==> src/rtl/can_err_state_pkg.sv <==
package can_err_state_pkg;

  typedef enum logic [2:0] {
    EC_NONE  = 3'd0,
    EC_STUFF = 3'd1,
    EC_FORM  = 3'd2,
    EC_ACK   = 3'd3,
    EC_REC1  = 3'd4,
    EC_DOM0  = 3'd5,
    EC_CRC   = 3'd6,
    EC_IDLE  = 3'd7
  } ecode_t;

  typedef struct packed {
    logic boff;
    logic warn;
    logic pass;
  } conf_t;

endpackage

==> src/rtl/can_est_counter.sv <==
module can_est_counter #(
  parameter int W    = 8,
  parameter int STEP = 8
) (
  input  logic         clk,
  input  logic         rst_n,
  input  logic         inc,
  input  logic         dec,
  input  logic         clr,
  input  logic         hold,
  output logic [W-1:0] cnt,
  output logic [W-1:0] cnt_nxt,
  output logic         ovf
);
  logic [W:0] sum;

  always_comb begin
    sum     = {1'b0, cnt} + (W+1)'(STEP);
    ovf     = 1'b0;
    cnt_nxt = cnt;
    if (clr) begin
      cnt_nxt = '0;
    end else if (!hold) begin
      if (inc) begin
        ovf     = sum[W];
        cnt_nxt = sum[W] ? {W{1'b1}} : sum[W-1:0];
      end else if (dec && (cnt != '0)) begin
        cnt_nxt = cnt - W'(1);
      end
    end
  end

  always_ff @(posedge clk) begin
    if (!rst_n) cnt <= '0;
    else        cnt <= cnt_nxt;
  end
endmodule

==> src/rtl/can_est_flags.sv <==
module can_est_flags
  import can_err_state_pkg::*;
#(
  parameter int TX_W     = 8,
  parameter int RX_W     = 8,
  parameter int WARN_LIM = 96,
  parameter int PASS_LIM = 128
) (
  input  logic [TX_W-1:0] tec,
  input  logic [RX_W-1:0] rec,
  input  logic            boff,
  output conf_t           fl
);
  always_comb begin
    fl.boff = boff;
    fl.warn = (tec >= TX_W'(WARN_LIM)) || (rec >= RX_W'(WARN_LIM));
    fl.pass = ((tec >= TX_W'(PASS_LIM)) || (rec >= RX_W'(PASS_LIM))) && !boff;
  end
endmodule

==> src/rtl/can_est_stat.sv <==
module can_est_stat
  import can_err_state_pkg::*;
(
  input  logic       clk,
  input  logic       rst_n,
  input  logic       err_acc,
  input  logic [2:0] err_code,
  input  logic       txok_acc,
  input  logic       rxok_acc,
  input  logic       wr_en,
  input  logic [4:0] wr_data,
  output ecode_t     lec,
  output logic       txok,
  output logic       rxok
);
  always_ff @(posedge clk) begin
    if (!rst_n) begin
      lec  <= EC_NONE;
      txok <= 1'b0;
      rxok <= 1'b0;
    end else begin
      if (err_acc)                             lec <= ecode_t'(err_code);
      else if (txok_acc || rxok_acc)           lec <= EC_NONE;
      else if (wr_en && (wr_data[2:0] == 3'd7)) lec <= EC_IDLE;

      if (txok_acc)                  txok <= 1'b1;
      else if (wr_en && !wr_data[3]) txok <= 1'b0;

      if (rxok_acc)                  rxok <= 1'b1;
      else if (wr_en && !wr_data[4]) rxok <= 1'b0;
    end
  end
endmodule

==> src/rtl/can_err_state.sv <==
module can_err_state
  import can_err_state_pkg::*;
#(
  parameter int TX_W     = 8,
  parameter int RX_W     = 8,
  parameter int STEP     = 8,
  parameter int WARN_LIM = 96,
  parameter int PASS_LIM = 128
) (
  input  logic        clk,
  input  logic        rst_n,
  input  logic        tx_ok_i,
  input  logic        rx_ok_i,
  input  logic        err_v_i,
  input  logic [2:0]  err_code_i,
  input  logic        err_tx_i,
  input  logic        recov_i,
  input  logic        wr_en_i,
  input  logic [4:0]  wr_data_i,
  output logic [7:0]  status_o,
  output logic [15:0] errcnt_o,
  output logic        irq_o
);
  localparam int RF_W = RX_W - 1;

  logic            boff_q, boff_nxt;
  logic            live, code_ok, err_acc, tx_ovf, rx_ovf_unused;
  logic [TX_W-1:0] tec, tec_nxt;
  logic [RX_W-1:0] rec, rec_nxt;
  conf_t           fl_cur, fl_nxt;
  ecode_t          lec;
  logic            txok_b, rxok_b, rx_pass;
  logic [RF_W-1:0] rec_field;

  assign live    = !boff_q;
  assign code_ok = (err_code_i != 3'd0) && (err_code_i != 3'd7);
  assign err_acc = err_v_i && code_ok && live;

  can_est_counter #(.W(TX_W), .STEP(STEP)) u_tec (
    .clk(clk), .rst_n(rst_n),
    .inc(err_acc && err_tx_i), .dec(tx_ok_i),
    .clr(boff_q && recov_i), .hold(boff_q),
    .cnt(tec), .cnt_nxt(tec_nxt), .ovf(tx_ovf)
  );

  can_est_counter #(.W(RX_W), .STEP(STEP)) u_rec (
    .clk(clk), .rst_n(rst_n),
    .inc(err_acc && !err_tx_i), .dec(rx_ok_i),
    .clr(boff_q && recov_i), .hold(boff_q),
    .cnt(rec), .cnt_nxt(rec_nxt), .ovf(rx_ovf_unused)
  );

  assign boff_nxt = boff_q ? !recov_i : tx_ovf;

  always_ff @(posedge clk) begin
    if (!rst_n) boff_q <= 1'b0;
    else        boff_q <= boff_nxt;
  end

  can_est_flags #(.TX_W(TX_W), .RX_W(RX_W), .WARN_LIM(WARN_LIM), .PASS_LIM(PASS_LIM))
    u_fl_cur (.tec(tec), .rec(rec), .boff(boff_q), .fl(fl_cur));

  can_est_flags #(.TX_W(TX_W), .RX_W(RX_W), .WARN_LIM(WARN_LIM), .PASS_LIM(PASS_LIM))
    u_fl_nxt (.tec(tec_nxt), .rec(rec_nxt), .boff(boff_nxt), .fl(fl_nxt));

  can_est_stat u_stat (
    .clk(clk), .rst_n(rst_n),
    .err_acc(err_acc), .err_code(err_code_i),
    .txok_acc(tx_ok_i && live), .rxok_acc(rx_ok_i && live),
    .wr_en(wr_en_i), .wr_data(wr_data_i),
    .lec(lec), .txok(txok_b), .rxok(rxok_b)
  );

  always_ff @(posedge clk) begin
    if (!rst_n) irq_o <= 1'b0;
    else        irq_o <= (fl_nxt != fl_cur) || err_acc;
  end

  assign rx_pass   = rec >= RX_W'(PASS_LIM);
  assign rec_field = rx_pass ? {RF_W{1'b1}} : rec[RF_W-1:0];
  assign status_o  = {fl_cur.boff, fl_cur.warn, fl_cur.pass, rxok_b, txok_b, lec};
  assign errcnt_o  = 16'({rx_pass, rec_field, tec});
endmodule

==> config.mk <==
export PLATFORM = sky130hd
export DESIGN_NAME = can_err_state
export DESIGN_NICKNAME = d
export VERILOG_FILES = /design/src/rtl/can_err_state_pkg.sv /design/src/rtl/can_est_counter.sv /design/src/rtl/can_est_flags.sv /design/src/rtl/can_est_stat.sv /design/src/rtl/can_err_state.sv
export SDC_FILE = /design/constraint.sdc
export NUM_CORES = 1
export LEC_CHECK = 0
export ABC_CLOCK_PERIOD_IN_PS = 3850
export BUFFER_PORTS_ARGS = -buffer_cell sky130_fd_sc_hd__buf_2
export CORE_MARGIN = 2
export CORE_UTILIZATION = 31
export CTS_CLUSTER_DIAMETER = 50
export CTS_CLUSTER_SIZE = 10
export DETAILED_ROUTE_END_ITERATION = 8
export GPL_ROUTABILITY_DRIVEN = 0
export PLACE_DENSITY = 0.58
export SETUP_SLACK_MARGIN = 0.4
export SLEW_MARGIN = 20
export SYNTH_ARGS = -nofsm -noshare
export SYNTH_HDL_FRONTEND = slang
export SYNTH_HIERARCHICAL = 1
export SYNTH_SLANG_ARGS = --single-unit
==> constraint.sdc <==
create_clock -name clk -period 3.85 [get_ports clk]
set_input_delay 0.5775 -clock clk [delete_from_list [all_inputs] [get_ports clk]]
set_output_delay 0.5775 -clock clk [all_outputs]
set_load 0.01 [all_outputs]
==> metrics.md <==
| Metric | Value |
|---|---|
| Min Tclk post-route | 2.98 ns |
| Pleak | 0.000981 µW |
| Clock buffer count from CTS | 3 |
| Vias | 1913 |
| Unrepaired setup endpoints after global routing | no |
| CP required | 4.01 ns |
| Status | completed |
| Multi-input logic area | 1510 µm² |
| Hold buffer count at cts | 0 |
| Ant diodes | 0 |
| Clock Sinks | 23 |
| Post-Syn Instances | 241 |
| Total nets after synthesis | 265 |
| Total Wirelength | 5.35 mm |
| CP peak stage delay | 0.60 ns |
| IO Pins | 41 |
| Most used cell, CP | nor3_1 |
| Starting DRT DRC Count | 89 |
| Worst Setup Start Kind | primary input |
| Vias in the first global route | 1892 |
| Die W | 87.0 µm |
| Dpl ws | 0.591 ns |
| Die height | 87.0 µm |
| Worst Slack Setup Final | 0.865 ns |
| CP Buf/Inv Count | 1 |
| Vias/cell | 5.47 |
| Hold Fails Final Rpt | 0 |
| Global-route wire length before repair | 9.21 mm |
| FILL cells | 709 |
| Final period util | 77.5% |
| Port Buf Inserts | 40 |
| Post-Syn Area | 2140 µm² |
| Cell family with most CP delay | simple AND/OR/NAND/NOR gates |
| Post-DP HPWL | 3.95 mm |
| CTS tree | built |
| Peak supply drop | 259 µV |
| Share of post-route cells with drive strength above 1 | 27.0% |
| Final nets | 295 |
| Die area | 7570 µm² |
| Post-CTS setup buffer count | 0 |
| Syn-to-layout area delta | 11.3% |
| Final setup vio count | 0 |
| H-tree levels | 1 |
| WL/cell | 15.3 µm |
| Setup TNS | 0 ns |
| Crit path cell chain | buf_2 -> nor3_1 -> and4bb_4 -> and2_1 -> or4_4 -> a2111oi_4 -> nor3_2 -> nor3_1 -> nand2_1 -> nand3_1 -> xor2_1 -> o41a_1 |
| Syn_area_per_cell | 8.87 µm² |
| Power density over the cells | 550 nW/µm² |
| Crit path capture type | flop |
| Register area | 460 µm² |
| Max Slew Vio Count | 0 |
| Worst EP arrival | 3.14 ns |
| Rows | 30 |
| Post-CTS Resized | 0 |
| Grt ovf | 0 |
| Clock Tree Buf Depth | 2 |
| Worst slew margin | 50.8% |
| Worst Hold Class | reg2reg |
| Clock skew | 0.00668 ns |
| Antenna violations before repair | 0 |
| ANT nets after route | 0 |
| DRC | 0 |
| Initial core utilization | 31.8% |
| Largest net degree at the start of global routing | 32 |
| Drt first pass iters | 4 |
| Core area | 6720 µm² |
| Clock latency at the later pin of the worst-skew pair | 0.27 ns |
| Warnings from Yosys | 6 |
| Clk slew on worst S/H paths | 0.09 ns |
| Overall Global Routing Usage | 15.0% |
| Tightest Pin Transition | 0.737 ns |
| F_max | 0.335 GHz |
| Worst-path fanout max | 10 |
| Root buffer selected by CTS | clkbuf_8 |
| Kind of critical path | in2reg |
| Maxcap violations | 0 |
| Critical Path Slowest Stage Cell | or4_4 |
## path summary, 6_finish.rpt
kind                                          startpoint                  endpoint  slack [ns]  cells past startpoint
worst max-delay path                       err_code_i[0]          irq_o$_SDFF_PN0_        0.87                     12
worst min-delay path            u_stat/txok$_SDFFE_PN0P_  u_stat/txok$_SDFFE_PN0P_        0.52                      2
worst max register to register   u_rec/cnt[0]$_SDFF_PN0_          irq_o$_SDFF_PN0_        1.06                     10
worst min register to register  u_stat/txok$_SDFFE_PN0P_  u_stat/txok$_SDFFE_PN0P_        0.52                      2
## worst register-to-register path, delay by kind of cell, from the launching register on
kind / cells / cell delay (ns)
and+or+nand+nor: 5 / 0.97
AOI/OAI and AO/OA: 2 / 0.80
DFF: 1 / 0.38
adders and majority gates: 1 / 0.24
xor gates and xnor gates: 1 / 0.16
buffers and inverters: 1 / 0.11
## layout make-up
class	instances	area share (%)
Multi-Input combinational cell	187	63.4
Sequential cell	23	19.4
Timing Repair Buffer	41	8.73
Tap cell	80	4.21
Inverter	15	2.37
Clock buffer	4	1.89
## cell usage in the layout, fill, tap and decap left out, types with 4 or more instances in the layout
cell / instances
nor3_2: 5
mux2i_1: 7
nand3b_1: 4
dfxtp_1: 23
nand3_1: 7
buf_2: 40
nor3_1: 10
o21ai_0: 4
inv_1: 15
or2_2: 7
and2_1: 7
a2111oi_4: 4
nor4_1: 4
ha_1: 8
nand2b_1: 4
xor2_1: 5
nor4b_4: 4
a21oi_1: 6
nand4_1: 4
nand2_1: 11
nor2_1: 18
nor2b_1: 11
## metrics by stage
step	power, µW	std cells	hold slack (ns)	instance area [µm²]	utilization (%)
final	1310	350	0.519	2380	35.4
after floorplan	984	241	0.480	2140	-
after CTS	1320	350	0.530	2380	35.4
after detailed placement	1150	346	0.510	2330	34.7
after global placement	1150	346	0.490	2330	34.7
after global routing	1420	350	0.565	2380	35.4
## registers in the layout, summed over array words and instances (netlist names)
| register | cells |
|---|---|
| boff_q | 1 |
| irq_o | 1 |
| u_stat/lec | 3 |
| u_stat/txok | 1 |
| u_stat/rxok | 1 |
| u_tec/cnt | 8 |
| u_rec/cnt | 8 |
## per-layer routing
| layer | global-route usage, % | wire (µm) | share of wire [%] |
|---|---|---|---|
| met4 | 3.84 | 31 | 0.58 |
| met1 | 18.9 | 2460 | 46 |
| met3 | 3.03 | 205 | 3.8 |
| met5 | 0 | 0 | 0 |
| met2 | 26.0 | 2650 | 50 |
## where the power goes
group | internal (µW) | switching [µW] | leakage [µW]
registers | 291 | 131 | 0.000190
clock network | 74.1 | 84.6 | 0.0000228
logic | 361 | 367 | 0.000768
Power figures use the tool's default switching activity.
